`config.mk`:
```
export PLATFORM = sky130hd
export DESIGN_NAME = uart_selftest_ctrl
export DESIGN_NICKNAME = d
export VERILOG_FILES = /design/src/rtl/ust_pkg.sv /design/src/rtl/ust_prio.sv /design/src/rtl/ust_line.sv /design/src/rtl/ust_modem.sv /design/src/rtl/uart_selftest_ctrl.sv
export SDC_FILE = /design/constraint.sdc
export NUM_CORES = 1
export LEC_CHECK = 0
export ABC_AREA = 1
export BUFFER_PORTS_ARGS = -buffer_cell sky130_fd_sc_hd__buf_2
export CORE_MARGIN = 3
export CORE_UTILIZATION = 28
export DETAILED_ROUTE_END_ITERATION = 8
export SKIP_CTS_REPAIR_TIMING = 1
export SLEW_MARGIN = 40
export SYNTH_ARGS = -nofsm -noshare
export SYNTH_HDL_FRONTEND = slang
export SYNTH_SLANG_ARGS = --single-unit
```
`constraint.sdc`:
```
create_clock -name clk -period 1.5 [get_ports clk]
set_clock_uncertainty 0.15 [all_clocks]
set_input_delay 0.15 -clock clk [delete_from_list [all_inputs] [get_ports clk]]
set_output_delay 0.15 -clock clk [all_outputs]
set_load 0.1 [all_outputs]
```
`src/rtl/ust_pkg.sv`:
```
package ust_pkg;
   localparam int REG_AW = 3;

   // register offsets
   localparam logic [REG_AW-1:0] OFS_DATA = 3'd0;
   localparam logic [REG_AW-1:0] OFS_IEN  = 3'd1;
   localparam logic [REG_AW-1:0] OFS_IID  = 3'd2;
   localparam logic [REG_AW-1:0] OFS_MCTL = 3'd3;
   localparam logic [REG_AW-1:0] OFS_LST  = 3'd4;
   localparam logic [REG_AW-1:0] OFS_MST  = 3'd5;

   // line status bit positions
   localparam int LS_DR   = 0;
   localparam int LS_OE   = 1;
   localparam int LS_PE   = 2;
   localparam int LS_FE   = 3;
   localparam int LS_BI   = 4;
   localparam int LS_THRE = 5;
   localparam int LS_W    = 6;

   // modem control bit positions
   localparam int MC_DTR  = 0;
   localparam int MC_RTS  = 1;
   localparam int MC_OUT2 = 3;
   localparam int MC_LOOP = 4;
   localparam int MC_W    = 5;

   // interrupt enable bit positions
   localparam int IE_RXD  = 0;
   localparam int IE_THR  = 1;
   localparam int IE_LINE = 2;
   localparam int IE_MDM  = 3;
   localparam int IE_W    = 4;

   // priority slots, index 0 wins
   localparam int NSRC     = 4;
   localparam int SLOT_LN  = 0;
   localparam int SLOT_RX  = 1;
   localparam int SLOT_TH  = 2;
   localparam int SLOT_MD  = 3;
endpackage

```
`src/rtl/ust_prio.sv`:
```
module ust_prio #(
   parameter int N  = 4,
   localparam int IW = (N > 1) ? $clog2(N) : 1
) (
   input  logic [N-1:0]  req,
   output logic [N-1:0]  grant,
   output logic [IW-1:0] idx,
   output logic          any
);
   logic [N:0] seen;
   assign seen[0] = 1'b0;

   generate
      if (N < 2) begin : g_bad
         $error("ust_prio needs at least two sources");
      end
      for (genvar i = 0; i < N; i++) begin : g_slot
         assign grant[i]  = req[i] & ~seen[i];
         assign seen[i+1] = seen[i] | req[i];
      end
   endgenerate

   assign any = seen[N];

   always_comb begin
      idx = '0;
      for (int i = N - 1; i >= 0; i--) begin
         if (req[i]) idx = IW'(i);
      end
   end
endmodule

```
`src/rtl/ust_line.sv`:
```
module ust_line
   import ust_pkg::*;
#(
   parameter int DW = 8
) (
   input  logic          clk,
   input  logic          rst_n,
   input  logic          loop,
   input  logic          wr_data,
   input  logic          rd_data,
   input  logic          wr_lst,
   input  logic          rd_lst,
   input  logic [DW-1:0] wdata,
   input  logic          clr_thr,
   input  logic          rx_valid,
   input  logic [DW-1:0] rx_data,
   input  logic          rx_perr,
   input  logic          rx_ferr,
   input  logic          rx_brk,
   input  logic          tx_ready,
   output logic          tx_valid,
   output logic [DW-1:0] tx_data,
   output logic [DW-1:0] rbuf,
   output logic [LS_W-1:0] lst,
   output logic          thr_evt
);
   generate
      if (DW < LS_W) begin : g_bad
         $error("data width too small for line status");
      end
   endgenerate

   logic [LS_W-1:0] lst_q, lst_d;
   logic [DW-1:0]   hold_q, hold_d, rbuf_q, rbuf_d;
   logic            full_q, full_d, evt_q, evt_d;

   assign tx_valid = full_q & ~loop;
   assign tx_data  = hold_q;
   assign rbuf     = rbuf_q;
   assign lst      = lst_q;
   assign thr_evt  = evt_q;

   always_comb begin
      lst_d  = lst_q;
      hold_d = hold_q;
      rbuf_d = rbuf_q;
      full_d = full_q;
      if (rd_data) lst_d[LS_DR] = 1'b0;
      if (rd_lst)  lst_d[LS_BI:LS_OE] = '0;
      if (full_q && loop) begin
         rbuf_d = hold_q;
         if (lst_q[LS_DR] && !rd_data) lst_d[LS_OE] = 1'b1;
         lst_d[LS_DR]   = 1'b1;
         lst_d[LS_THRE] = 1'b1;
         full_d = 1'b0;
      end else if (tx_valid && tx_ready) begin
         lst_d[LS_THRE] = 1'b1;
         full_d = 1'b0;
      end
      if (!loop && rx_valid) begin
         rbuf_d = rx_data;
         if (lst_q[LS_DR] && !rd_data) lst_d[LS_OE] = 1'b1;
         lst_d[LS_DR] = 1'b1;
         lst_d[LS_PE] = lst_d[LS_PE] | rx_perr;
         lst_d[LS_FE] = lst_d[LS_FE] | rx_ferr;
         lst_d[LS_BI] = lst_d[LS_BI] | rx_brk;
      end
      if (wr_data) begin
         hold_d = wdata;
         full_d = 1'b1;
         lst_d[LS_THRE] = 1'b0;
      end
      if (wr_lst && loop) lst_d = wdata[LS_W-1:0];

      if (!lst_d[LS_THRE])     evt_d = 1'b0;
      else if (!lst_q[LS_THRE]) evt_d = 1'b1;
      else if (clr_thr)         evt_d = 1'b0;
      else                      evt_d = evt_q;
   end

   always_ff @(posedge clk or negedge rst_n) begin
      if (!rst_n) begin
         lst_q  <= LS_W'(1) << LS_THRE;
         hold_q <= '0;
         rbuf_q <= '0;
         full_q <= 1'b0;
         evt_q  <= 1'b0;
      end else begin
         lst_q  <= lst_d;
         hold_q <= hold_d;
         rbuf_q <= rbuf_d;
         full_q <= full_d;
         evt_q  <= evt_d;
      end
   end
endmodule

```
`src/rtl/ust_modem.sv`:
```
module ust_modem #(
   parameter int MW     = 4,
   parameter int RI_BIT = 2
) (
   input  logic            clk,
   input  logic            rst_n,
   input  logic            loop,
   input  logic [MW-1:0]   pins,
   input  logic            wr_mst,
   input  logic            rd_mst,
   input  logic [2*MW-1:0] wdata,
   output logic [2*MW-1:0] mst
);
   logic [MW-1:0] lvl_q, dlt_q, chg;

   generate
      if (RI_BIT >= MW) begin : g_bad
         $error("ring bit outside modem width");
      end
      for (genvar i = 0; i < MW; i++) begin : g_dlt
         if (i == RI_BIT) begin : g_trail
            assign chg[i] = lvl_q[i] & ~pins[i];
         end else begin : g_any
            assign chg[i] = lvl_q[i] ^ pins[i];
         end
      end
   endgenerate

   assign mst = {lvl_q, dlt_q};

   always_ff @(posedge clk or negedge rst_n) begin
      if (!rst_n) begin
         lvl_q <= '0;
         dlt_q <= '0;
      end else if (loop) begin
         if (wr_mst) begin
            lvl_q <= wdata[2*MW-1:MW];
            dlt_q <= wdata[MW-1:0];
         end else if (rd_mst) begin
            dlt_q <= '0;
         end
      end else begin
         lvl_q <= pins;
         dlt_q <= (rd_mst ? '0 : dlt_q) | chg;
      end
   end
endmodule

```
`src/rtl/uart_selftest_ctrl.sv`:
```
module uart_selftest_ctrl
   import ust_pkg::*;
#(
   parameter int DATA_W = 8,
   parameter int MDM_W  = 4,
   parameter int ADDR_W = 3
) (
   input  logic              clk,
   input  logic              rst_n,
   input  logic              cpu_sel,
   input  logic              cpu_wr,
   input  logic [ADDR_W-1:0] cpu_addr,
   input  logic [DATA_W-1:0] cpu_wdata,
   output logic [DATA_W-1:0] cpu_rdata,
   output logic              tx_valid,
   output logic [DATA_W-1:0] tx_data,
   input  logic              tx_ready,
   input  logic              rx_valid,
   input  logic [DATA_W-1:0] rx_data,
   input  logic              rx_perr,
   input  logic              rx_ferr,
   input  logic              rx_brk,
   input  logic [MDM_W-1:0]  modem_in,
   output logic              dtr_o,
   output logic              rts_o,
   output logic              irq_o
);
   localparam int IW = $clog2(NSRC);

   generate
      if (DATA_W != 8) begin : g_dw
         $error("register layout assumes 8-bit data");
      end
      if (2 * MDM_W != DATA_W) begin : g_mw
         $error("modem status must fill one register");
      end
      if (ADDR_W != REG_AW) begin : g_aw
         $error("address width mismatch");
      end
   endgenerate

   logic [IE_W-1:0]   ier_q;
   logic [MC_W-1:0]   mcr_q;
   logic [LS_W-1:0]   lsr_w;
   logic [DATA_W-1:0] rbuf_w, msr_w, iir_val;
   logic [NSRC-1:0]   req, grant;
   logic [IW-1:0]     idx;
   logic [1:0]        code;
   logic              any, thr_evt, loop, clr_thr;

   wire rd = cpu_sel & ~cpu_wr;
   wire wr = cpu_sel &  cpu_wr;

   assign loop = mcr_q[MC_LOOP];

   always_ff @(posedge clk or negedge rst_n) begin
      if (!rst_n) begin
         ier_q <= '0;
         mcr_q <= '0;
      end else if (wr) begin
         if (cpu_addr == OFS_IEN)  ier_q <= cpu_wdata[IE_W-1:0];
         if (cpu_addr == OFS_MCTL) mcr_q <= cpu_wdata[MC_W-1:0];
      end
   end

   ust_line #(.DW(DATA_W)) line_i (
      .clk(clk), .rst_n(rst_n), .loop(loop),
      .wr_data(wr && cpu_addr == OFS_DATA), .rd_data(rd && cpu_addr == OFS_DATA),
      .wr_lst(wr && cpu_addr == OFS_LST),   .rd_lst(rd && cpu_addr == OFS_LST),
      .wdata(cpu_wdata), .clr_thr(clr_thr),
      .rx_valid(rx_valid), .rx_data(rx_data), .rx_perr(rx_perr),
      .rx_ferr(rx_ferr), .rx_brk(rx_brk), .tx_ready(tx_ready),
      .tx_valid(tx_valid), .tx_data(tx_data), .rbuf(rbuf_w),
      .lst(lsr_w), .thr_evt(thr_evt)
   );

   ust_modem #(.MW(MDM_W), .RI_BIT(2)) modem_i (
      .clk(clk), .rst_n(rst_n), .loop(loop), .pins(modem_in),
      .wr_mst(wr && cpu_addr == OFS_MST), .rd_mst(rd && cpu_addr == OFS_MST),
      .wdata(cpu_wdata), .mst(msr_w)
   );

   assign req[SLOT_LN] = ier_q[IE_LINE] & (|lsr_w[LS_BI:LS_OE]);
   assign req[SLOT_RX] = ier_q[IE_RXD]  & lsr_w[LS_DR];
   assign req[SLOT_TH] = ier_q[IE_THR]  & thr_evt;
   assign req[SLOT_MD] = ier_q[IE_MDM]  & (|msr_w[MDM_W-1:0]);

   ust_prio #(.N(NSRC)) prio_i (.req(req), .grant(grant), .idx(idx), .any(any));

   assign code    = 2'(NSRC - 1) - 2'(idx);
   assign clr_thr = rd && cpu_addr == OFS_IID && grant[SLOT_TH];

   always_comb begin
      iir_val      = '0;
      iir_val[2:1] = any ? code : 2'b00;
      iir_val[0]   = ~any;
   end

   always_comb begin
      unique case (cpu_addr)
         OFS_DATA: cpu_rdata = rbuf_w;
         OFS_IEN:  cpu_rdata = DATA_W'(ier_q);
         OFS_IID:  cpu_rdata = iir_val;
         OFS_MCTL: cpu_rdata = DATA_W'(mcr_q);
         OFS_LST:  cpu_rdata = DATA_W'(lsr_w);
         OFS_MST:  cpu_rdata = msr_w;
         default:  cpu_rdata = '0;
      endcase
   end

   assign dtr_o = mcr_q[MC_DTR] & ~loop;
   assign rts_o = mcr_q[MC_RTS] & ~loop;
   assign irq_o = any & mcr_q[MC_OUT2] & ~loop;
endmodule

```
; ---- Yosys cells after proc, flatten, opt, wreduce, memory -nomap -nowiden
; Cells that the tools add are included.
[classes]
addsub = 1
eq_ne = 7
muxes = 29
bitwise = 28
n_reduce_logical = 23
[ops]
columns = cell, n
row1 = 8-bit one-hot mux with 6 select lines, 1
row2 = 4-bit two-way mux, 6
row3 = 8-bit two-way mux, 2
row4 = 1-bit AND, 13
row5 = 1-bit logical AND, 13
row6 = 1-bit two-way mux, 12
row7 = 2-bit two-way mux, 6
row8 = 4-bit OR reduction, 2
row9 = "3-bit by 2-bit equality test with 1-bit output, second input constant", 2
row10 = "3-bit equality test, second input constant", 2
row11 = 6-bit two-way mux, 1
row12 = 1-bit bitwise OR, 6
row13 = 5-bit two-way mux, 1
row14 = 1-bit NOT, 5
row15 = 4-bit bitwise OR, 1
row16 = 2-bit AND reduction, 2
row17 = 4-bit nonzero test, 1
row18 = "3-bit by 1-bit equality test with 1-bit output, second input constant", 1
row19 = 3-bit logical NOT, 1
row20 = "3-bit != test, second input constant", 1
row21 = 3-bit nonzero test, 1
row22 = 1-bit bitwise XOR, 3
row23 = 1-bit logical NOT, 2
row24 = "2-bit by 1-bit != test with 1-bit output, second input constant", 1
row25 = 2 further kinds, 2
[word_totals]
regBits = 41
input_bits = 32

; ---- Depth between registers and ports, before layout
; Gate-level depths: netlist of run 1.
[depth]
ltp_word = 11
depth_mapped = 8

; ---- By module
; Synthesis of run 1 repeated with hierarchy kept, for this count alone.
[unflattened]
hier_cells = 351
area_unflattened_um2 = 2402.3
[by_module_without_submodules]
columns = module, instances, cells_per_inst, area_each_um2, seq_area_each_um2
row1 = ust_line, 1, 128, 1054.8, 601.8
row2 = uart_selftest_ctrl, 1, 147, 853.3, 225.2
row3 = ust_modem, 1, 60, 426.7, 200.2
row4 = ust_prio, 1, 16, 67.6, 0.0

; ---- Worst setup path after synthesis of run 1
; Ideal clock, no wire load.
[synth_timing]
path_type = input to output
from = input port cpu_addr[1]
to = output port cpu_rdata[3]
arrival_ns = 2.560
t_required_ns = 1.200
setup_slack_ns = -1.360
stages = 3
path_buffers = 0
cell_sequence = nor2_1 -> nand2_1 -> o21ai_0
[synth_between]
elab_chain_len = 2
elab_cells_between_ends = 7
cone_classes = 5 x eq/ne / 1 x mux / 1 x reduce/logical
[synth_rtl]
columns = item, line
row1 = "start, declared", uart_selftest_ctrl.sv:12  ; input logic [ADDR_W-1:0] cpu_addr,
row2 = "3-bit equality test, or another cell as far along", uart_selftest_ctrl.sv:100  ; unique case (cpu_addr)
row3 = 8-bit one-hot mux with 6 select lines (*), uart_selftest_ctrl.sv:100
row4 = "end, declared", uart_selftest_ctrl.sv:14  ; output logic [DATA_W-1:0] cpu_rdata,
; Every way passes the cells marked *; elsewhere a longest branch is shown, timed or not.

; ---- Worst setup path after layout of run 1
[layout_timing]
from = register line_i.lst_q[2], in the netlist line_i.lst[2]
to = output port cpu_rdata[2]
[layout_between]
elab_chain_len = 7
elab_cells_between_ends = 9
cone_classes = 1 x add/sub / 3 x mux / 4 x bitwise / 1 x reduce/logical
[layout_rtl]
columns = item, line
row1 = "start, declared", ust_line.sv:33  ; logic [LS_W-1:0] lst_q, lst_d;
row2 = "start signal, assigned", ust_line.sv:83  ; lst_q <= LS_W'(1) << LS_THRE;
row3 = "start signal, assigned", ust_line.sv:89  ; lst_q <= lst_d;
row4 = "parallel branches: the longest is 6 deep, another holds 2-bit subtractor", n/a
row5 = 8-bit one-hot mux with 6 select lines (*), uart_selftest_ctrl.sv:100
; Every way passes the cells marked *.

==> results of run 1 <==
power groups by stage:
stage	clock network (mW)	registers [mW]	logic, mW
final	0.714	1.68	2.37
after CTS	0.737	1.67	2.22
after global routing	0.790	1.71	2.55
after global placement	0	1.69	2.19
after floorplan	0	1.95	1.13
after detailed placement	0	1.69	2.21
sequential cells by signal, indices dropped and copies added, names as in the netlist:
name            flops
line_i.tx_data      8
line_i.full_q       1
modem_i.lvl_q       4
line_i.thr_evt      1
line_i.lst          6
modem_i.dlt_q       4
ier_q               4
line_i.rbuf         8
mcr_q               5
cells in the final DEF, fill, tap and decap left out, drive strengths merged:
cell          n
buf          90
nand2        83
inv          42
nand4         4
dfstp         1
nand3         8
dfrtp        40
clkbuf        5
nor3          1
o221ai        1
o22ai         6
o21ai        41
a31oi         1
clkinvlp      1
xor2          3
nor2         41
or2           1
o2111ai       1
a21oi        13
clkinv        2
dlygate4sd3   8
o31ai         2
worst max-delay path: stages, from the launching register on:
cell and delay (ns):
dfrtp_1 0.38, nor2_1 0.10, nand2_1 0.07, nand2_2 0.08, nand2_2 0.07, buf_6 0.12, nand2_2 0.04, nand4_1 0.15
buf_12 0.22
routing by layer:
layer,wire (um),share of wire
met1,3250,0.47
met4,0,0
met5,0,0
met2,3280,0.48
met3,347,0.050
area by class of cell:
class | count | area [um^2]
Fill cell | 751 | 4070
Clock buffer | 5 | 68.8
Inverter | 42 | 158
Clock inverter | 3 | 17.5
Sequential cell | 41 | 1030
Tap cell | 99 | 124
Multi-Input combinational cell | 206 | 1100
Timing Repair Buffer | 98 | 843
worst paths after layout:
| kind | start | endpoint | slack [ns] | cells past startpoint |
|---|---|---|---|---|
| setup / recovery | line_i.lst[2] | cpu_rdata[2] | -0.32 | 8 |
| hold / removal | cpu_wdata[1] | line_i.lst[1] | -0.04 | 3 |
| setup reg to reg | mcr_q[4] | line_i.rbuf[1] | 0.08 | 7 |
| hold reg to reg | mcr_q[2] | mcr_q[2] | 0.34 | 2 |
| max in group asynchronous | rst_n | line_i.lst[5] | 0.73 | 3 |
| min in group asynchronous | rst_n | mcr_q[1] | 0.20 | 3 |
through the flow:
stage	area, um^2	utilization	hold WS (ns)
2_1_floorplan	2280	-	-0.296
3_3_place_gp	3070	0.414	-0.00751
3_5_place_dp	3070	0.414	-0.00928
4_1_cts	3150	0.426	-0.327
5_1_grt	3340	0.451	0.00301
6_report	3340	0.451	-0.0354
logic make-up (layout without fill, tap and decap cells):
group | count (synthesis) | in the layout
buffers and inverters | 47 | 148
AND/OR/NAND/NOR | 138 | 138
AO/OA/AOI/OAI | 65 | 65
flip-flops | 41 | 41
XOR/XNOR | 3 | 3
==> results_dict.tcl, run 1 <==
set metrics [dict create \
    grt_max_degree 42 \
    antenna_found_initial 0 \
    fin_crit_ns 1.82 \
    yosys.area_share.adder 0 \
    setup_tns_ns -1.64 \
    synth-edff-count 0 \
    synth_commonest_cells "nand2_1 (81), dfrtp_1 (40), nor2_1 (40), inv_1 (38), o21ai_0 (37)" \
    slew_viol_final 0 \
    ir_worst_vdd_uv 796 \
    synthMuxAreaShare 0 \
    critPathKind "flop to output pin" \
    core_um2 7410 \
    cts_tree "yes" \
    arrival_ns 1.52 \
    swShare 0.446 \
    diodes 0 \
    avgSynthCellArea_um2 7.40 \
    grtUsageMet2 0.258 \
    netlist_top_cells_area "dfrtp_1 (46%), nand2_1 (14%), o21ai_0 (8.5%), nor2_1 (6.9%), inv_1 (6.6%)" \
    grt_pass1_wl_mm 11.0 \
    ys_seq_area_frac 0.472 \
    p_switching_mw 2.12 \
    seq_power_share 0.353 \
    synth_area_leader_cell "dfrtp_1" \
    synth-compound-area-share 0.167 \
    gp_congestion 0.926 \
    drtAntennaViolNets 0 \
    rows 31 \
    whs_ns -0.0354 \
    cts-root-buf "clkbuf_8" \
    clk_latency_ns 0.29 \
    vias_per_cell 4.60 \
    dpl_worst_slack_ns -0.0740 \
    yosysUniqueCellTypes 27 \
    synth_xor_area_frac 0.0121 \
    synth-warning-count 0 \
    clockBufferDepth 2 \
    ys_seq_elements 41 \
    rsz0062_at_grt "yes" \
    num_io_pins 52 \
    die_w_um 94.2 \
    hold_class "input pin to flop" \
    fmax_mhz 549 \
    initial_core_util 0.294 \
    grt_busiest_layer "met2" \
    yosysMostFrequentCell "nand2_1" \
    hold_viol 8 \
    numCtsBuffers 5 \
    worst_slew_pin_slew_ns 0.493 \
    synth_top_family_by_area "simple AND/OR/NAND/NOR gates" \
    htree_levels 2 \
    drt_pass1_iterations 5 \
    wl_per_cell_um 13.9 \
    grt_use_met1 0.225 \
    status "finished, violations left" \
    clkTransAtPathRegs_ns 0.08 \
    drive_gt1_frac 0.354 \
    dr.first_iter.drc_count 145 \
    routed_wl_mm 6.88 \
    p_per_area_nw_per_um2 1430 \
    instances_no_fill 494 \
    final_nets 426 \
    overflow 0 \
    cp-start-kind "flop" \
    power.internal_mw 2.64 \
    min_period_over_period 1.21 \
    end_kind "output pin" \
    violations "hold timing, setup timing" \
    async_flop_share 1.00 \
    syn_inst 294 \
    synth_nets 326 \
    setup_violations 8 \
    p_total_mw 4.76 \
    synth_area_um2 2180 \
    numPortBuffers 51 \
    cap_violations 0 \
    via_count 2270 \
    cp.required_ns 1.20 \
    grtUsageMet3 0.0240 \
    power.leakage_nw 1.69 \
    cts.sinks 41 \
    area_growth_pct 53.5 \
    grt_pass1_vias 2207 \
    die_h_um 94.2 \
    synth_flop_cell "dfrtp_1" \
    dp_hpwl_mm 5.35 \
    grtUsageTotal 0.161 \
    path_max_fanout 2 \
    p_clk_frac 0.150 \
    synth_top_area_frac 0.460 \
    timing.max_slew.rel_slack 0.674 \
    route.detailed.drc 0 \
    synthSimpleGateAreaFrac 0.260 \
    placed_cells 472 \
    power_frac_comb 0.497 \
    finalWorstSetupSlack_ns -0.320 \
    die-area_um2 8860 \
]
No activity file was read; power rests on OpenSTA's default activity.
==> inputs of run 2 (changes only) <==
--- a/config.mk
+++ b/config.mk
@@ -9,7 +9,9 @@
 export BUFFER_PORTS_ARGS = -buffer_cell sky130_fd_sc_hd__buf_2
 export CORE_MARGIN = 3
 export CORE_UTILIZATION = 28
+export CTS_BUF_LIST = sky130_fd_sc_hd__clkbuf_4 sky130_fd_sc_hd__clkbuf_8 sky130_fd_sc_hd__clkbuf_16
 export DETAILED_ROUTE_END_ITERATION = 8
+export GPL_TIMING_DRIVEN = 0
 export SKIP_CTS_REPAIR_TIMING = 1
 export SLEW_MARGIN = 40
 export SYNTH_ARGS = -nofsm -noshare
==> constraint.sdc (replaced) <==
create_clock -name clk -period 1.81 [get_ports clk]
set_clock_uncertainty 0.15 [all_clocks]
set_input_delay 0.181 -clock clk [delete_from_list [all_inputs] [get_ports clk]]
set_output_delay 0.181 -clock clk [all_outputs]
set_load 0.1 [all_outputs]
==> results_dict.tcl, run 2 (synthesis gave the netlist of run 1 again) <==
set metrics [dict create \
    numCtsBuffers 5 \
    cp-start-kind "flop" \
    diodes 0 \
    ff2ff_setup_slack_ns 0.22 \
    drive_gt1_frac 0.263 \
    cts_tree "yes" \
    drtAntennaViolNets 0 \
    power.leakage_nw 1.46 \
    multi_input_area_um2 1000 \
    r2r-end "line_i.rbuf[6]" \
    crit_chain "nor2_1 -> nand2_1 -> nand2_2 -> nand2_2 -> nor2_4 -> nand2_1 -> nand2_2 -> buf_12" \
    rsz0062_at_grt "yes" \
    num_io_pins 52 \
    dp_hpwl_mm 4.93 \
    clockBufferDepth 2 \
    crit_end "cpu_rdata[0]" \
    layout_common_cells "nand2_1 (78), buf_2 (44), dfrtp_1 (40)" \
    fmax_mhz 557 \
    die_h_um 94.2 \
    grt_max_degree 42 \
    cts.sinks 41 \
    numPortBuffers 51 \
    grt_busiest_layer "met2" \
    grtUsageTotal 0.151 \
    critPathLaunch "line_i.lst[1]" \
    ir_worst_vdd_uv 715 \
    ff2ff_path_depth 6 \
    path_max_fanout 3 \
    dpl_worst_slack_ns -0.202 \
    status "finished, violations left" \
    fill_cells 771 \
    clk_latency_ns 0.29 \
    rows 31 \
    die-area_um2 8860 \
    hold_class "input pin to flop" \
    clkTransAtPathRegs_ns 0.08 \
    grt_use_met1 0.211 \
    violations "hold timing" \
    timing.max_slew.rel_slack 0.643 \
    core_um2 7410 \
    via_count 2100 \
    antenna_found_initial 0 \
    whs_ns -0.0162 \
    routed_wl_mm 6.31 \
    gp_congestion 0.877 \
    cp_common_cell "nand2_2" \
    grtUsageMet2 0.239 \
    route.detailed.drc 0 \
    wl_per_cell_um 13.8 \
    slew_viol_final 0 \
    reg2reg_from "mcr_q[4]" \
    p_per_area_nw_per_um2 1270 \
    hold_viol 4 \
    die_w_um 94.2 \
    fin_crit_ns 1.79 \
    cap_violations 0 \
    cp_top_family "simple AND/OR/NAND/NOR gates" \
    final_nets 389 \
    area_growth_pct 28.6 \
    ff_latch_area_um2 1030 \
    overflow 0 \
    min_period_over_period 0.992 \
    grt_pass1_wl_mm 10.4 \
    worst_slew_pin_slew_ns 0.536 \
    cpPeakStageDelay_ns 0.41 \
    critPathKind "flop to output pin" \
    htree_levels 2 \
    crit_cells 8 \
    final_common_cell "nand2_1" \
    worst_path_max_delay_cell "dfrtp_1" \
    finalWorstSetupSlack_ns 0.0153 \
    instances_no_fill 457 \
    dr.first_iter.drc_count 244 \
    vias_per_cell 4.60 \
    setup_violations 0 \
    critPathBufInv 1 \
    placed_cells 444 \
    initial_core_util 0.294 \
    end_kind "output pin" \
    cts-root-buf "clkbuf_8" \
    drt_pass1_iterations 5 \
    cp.required_ns 1.48 \
    grt_pass1_vias 2048 \
    grtUsageMet3 0.0329 \
    arrival_ns 1.46 \
]
-- run 2: changes by cell type in the layout (fill, tap and decap cells not counted), moves of 5 or more --
cell,change
buf_4,-26
buf_12,-12
dlygate4sd3_1,-6
buf_2,+5
nand2_1,+5
-- run 2: worst min path at each step --
| stage | start | endpoint | slack (ns) | cells after the start |
|---|---|---|---|---|
| after detailed placement | rst_n | modem_i.lvl_q[0] | 0.06 | 1 |
| after floorplan | rst_n | ier_q[0] | -0.26 | 0 |
| final | rx_data[7] | line_i.rbuf[7] | -0.02 | 3 |
| after global placement | rst_n | mcr_q[0] | 0.23 | 1 |
| after global routing | cpu_wdata[7] | line_i.tx_data[7] | 0.02 | 3 |
| after CTS | rst_n | modem_i.lvl_q[0] | -0.26 | 1 |
-- run 2: per-stage QoR --
step | area [um^2] | total power, mW | utilization | TNS (ns) | hold WS [ns]
4_1_cts | 2690 | 3.47 | 0.363 | -1.09 | -0.259
6_report | 2800 | 3.57 | 0.378 | 0 | -0.0162
3_3_place_gp | 2590 | 2.78 | 0.349 | -0.916 | 0.229
2_1_floorplan | 2210 | 2.49 | - | -0.577 | -0.265
5_1_grt | 2800 | 3.80 | 0.378 | -0.275 | 0.0154
3_5_place_dp | 2590 | 2.81 | 0.350 | -0.923 | 0.0563
-- run 2: worst reg2reg max path, cell delays in order, from the launching register on --
cell and delay [ns]:
dfrtp_1 0.39, buf_4 0.18, nand2_1 0.11, inv_1 0.09, nor2_1 0.20, buf_2 0.24
o21ai_0 0.11
-- run 2: power by group --
group | switching, mW | leakage (nW) | internal [mW]
sequential | 0.173 | 0.487 | 1.19
combinational | 1.11 | 0.923 | 0.420
clock | 0.327 | 0.0542 | 0.345
-- run 2: final cells by class --
cell class,count,area share
flip-flops and latches,41,0.367
multi-input cells,206,0.359
repair buffers,56,0.125
inverters,42,0.0563
well taps,99,0.0443
clock buffers,7,0.0344
plain buffers,5,0.0121
clock inverters,1,0.00179
-- run 2: metal layers --
metal | up-vias | wire [um]
met5 | - | 0
met3 | 3 | 411
met4 | 0 | 27
met1 | 970 | 2910
li1 | 1063 | -
met2 | 64 | 2960
==> inputs of run 3 (changes only) <==
==> constraint.sdc (replaced) <==
create_clock -name clk -period 1.6 [get_ports clk]
set_clock_uncertainty 0.15 [all_clocks]
set_input_delay 0.16 -clock clk [delete_from_list [all_inputs] [get_ports clk]]
set_output_delay 0.16 -clock clk [all_outputs]
set_load 0.1 [all_outputs]
==> results_dict.tcl, run 3 (synthesis gave the netlist of run 1 again) <==
set metrics [dict create \
    status "finished, violations left" \
    violations "hold timing, setup timing" \
    overflow 0 \
    p_total_mw 4.16 \
    cp.required_ns 1.29 \
    antenna_found_initial 0 \
    layout_common_cells "nand2_1 (74), buf_2 (41), dfrtp_1 (39)" \
    whs_ns -0.0241 \
    path_max_fanout 3 \
    dp_hpwl_mm 4.96 \
    timing.max_slew.rel_slack 0.638 \
    routed_wl_mm 6.47 \
    initial_core_util 0.294 \
    min_period_over_period 1.10 \
    wl_per_cell_um 14.0 \
    ff_latch_area_um2 1030 \
    dr.first_iter.drc_count 129 \
    final_nets 396 \
    p_per_area_nw_per_um2 1390 \
    power.leakage_nw 1.51 \
    rows 31 \
    critPathKind "flop to output pin" \
    cts-root-buf "clkbuf_8" \
    dpl_worst_slack_ns -0.425 \
    route.detailed.drc 0 \
    ir_worst_vdd_uv 655 \
    die_h_um 94.2 \
    die-area_um2 8860 \
    cp-start-kind "flop" \
    gp_congestion 0.884 \
    cts.sinks 41 \
    numPortBuffers 51 \
    arrival_ns 1.45 \
    grt_max_degree 42 \
    end_kind "output pin" \
    grt_pass1_vias 2038 \
    finalWorstSetupSlack_ns -0.159 \
    core_um2 7410 \
    clockBufferDepth 2 \
    drt_pass1_iterations 4 \
    drtAntennaViolNets 0 \
    cts_tree "yes" \
    fill_cells 766 \
    die_w_um 94.2 \
    num_io_pins 52 \
    hold_class "input pin to flop" \
    rsz0062_at_grt "yes" \
    vias_per_cell 4.60 \
    clkTransAtPathRegs_ns 0.08 \
    setup_violations 4 \
    htree_levels 2 \
    area_growth_pct 38.0 \
    grt_pass1_wl_mm 10.2 \
    diodes 0 \
    drive_gt1_frac 0.307 \
    via_count 2135 \
    clk_latency_ns 0.29 \
    worst_slew_pin_slew_ns 0.543 \
    slew_viol_final 0 \
    hold_viol 4 \
    fin_crit_ns 1.76 \
    final_common_cell "nand2_1" \
    numCtsBuffers 5 \
    cap_violations 0 \
    grtUsageTotal 0.149 \
    multi_input_area_um2 1080 \
    fmax_mhz 569 \
]
run 3: changes by cell type in the layout (fill, tap and decap cells not counted), moves of 3 or more:
cell,change
nor2_4,+5
buf_2,-3
inv_2,+5
nor2_2,-4
buf_6,+5
inv_1,-7
nand2_1,-4
buf_12,+3
dlygate4sd3_1,+3
run 3: final cells by class:
cell class,count,area share
buffer,5,0.0146
clock buffer,8,0.0304
inverter,42,0.0542
multi-input combinational,206,0.360
sequential,41,0.343
tap,99,0.0413
timing repair buffer,63,0.157
run 3: power by group:
part	switching (mW)	total [mW]	internal [mW]
Combinational	1.32	1.90	0.580
Clock	0.348	0.709	0.361
Sequential	0.200	1.55	1.35
Total	1.87	4.16	2.29
run 3: worst paths after layout:
check | from | end | slack [ns] | depth (start not counted)
worst max-delay path | line_i.lst[3] | irq_o | -0.16 | 8
worst min-delay path | cpu_wdata[7] | line_i.tx_data[7] | -0.02 | 3
worst max register to register | mcr_q[4] | modem_i.lvl_q[3] | 0.10 | 6
worst min register to register | line_i.rbuf[1] | line_i.rbuf[1] | 0.34 | 2
max in group asynchronous | rst_n | mcr_q[4] | 0.65 | 2
min in group asynchronous | rst_n | mcr_q[0] | 0.26 | 2
run 3: routing by layer:
layer | track usage | share of wire
met3 | 0.0280 | 0.044
met2 | 0.246 | 0.48
met5 | 0 | 0
met1 | 0.207 | 0.48
met4 | 0.0229 | 0.0028
run 3: metrics by stage:
step | utilization | cell area [um^2] | std cells | hold WS, ns | TNS (ns)
2_1_floorplan | - | 2250 | 294 | -0.286 | -1.12
3_3_place_gp | 0.355 | 2630 | 444 | 0.211 | -2.25
3_5_place_dp | 0.355 | 2630 | 444 | 0.0330 | -2.53
4_1_cts | 0.368 | 2720 | 452 | -0.287 | -3.61
5_1_grt | 0.405 | 3000 | 464 | 0.00246 | -0.917
6_report | 0.405 | 3000 | 464 | -0.0241 | -0.546
run 3: worst max-delay path, cell delays in order, from the launching register on:
cell	delay [ns]
dfrtp_1	0.42
nor2_1	0.10
nand2_1	0.08
nand2_2	0.09
nand2_2	0.08
nor2_4	0.11
buf_6	0.11
nor2_4	0.03
buf_12	0.16
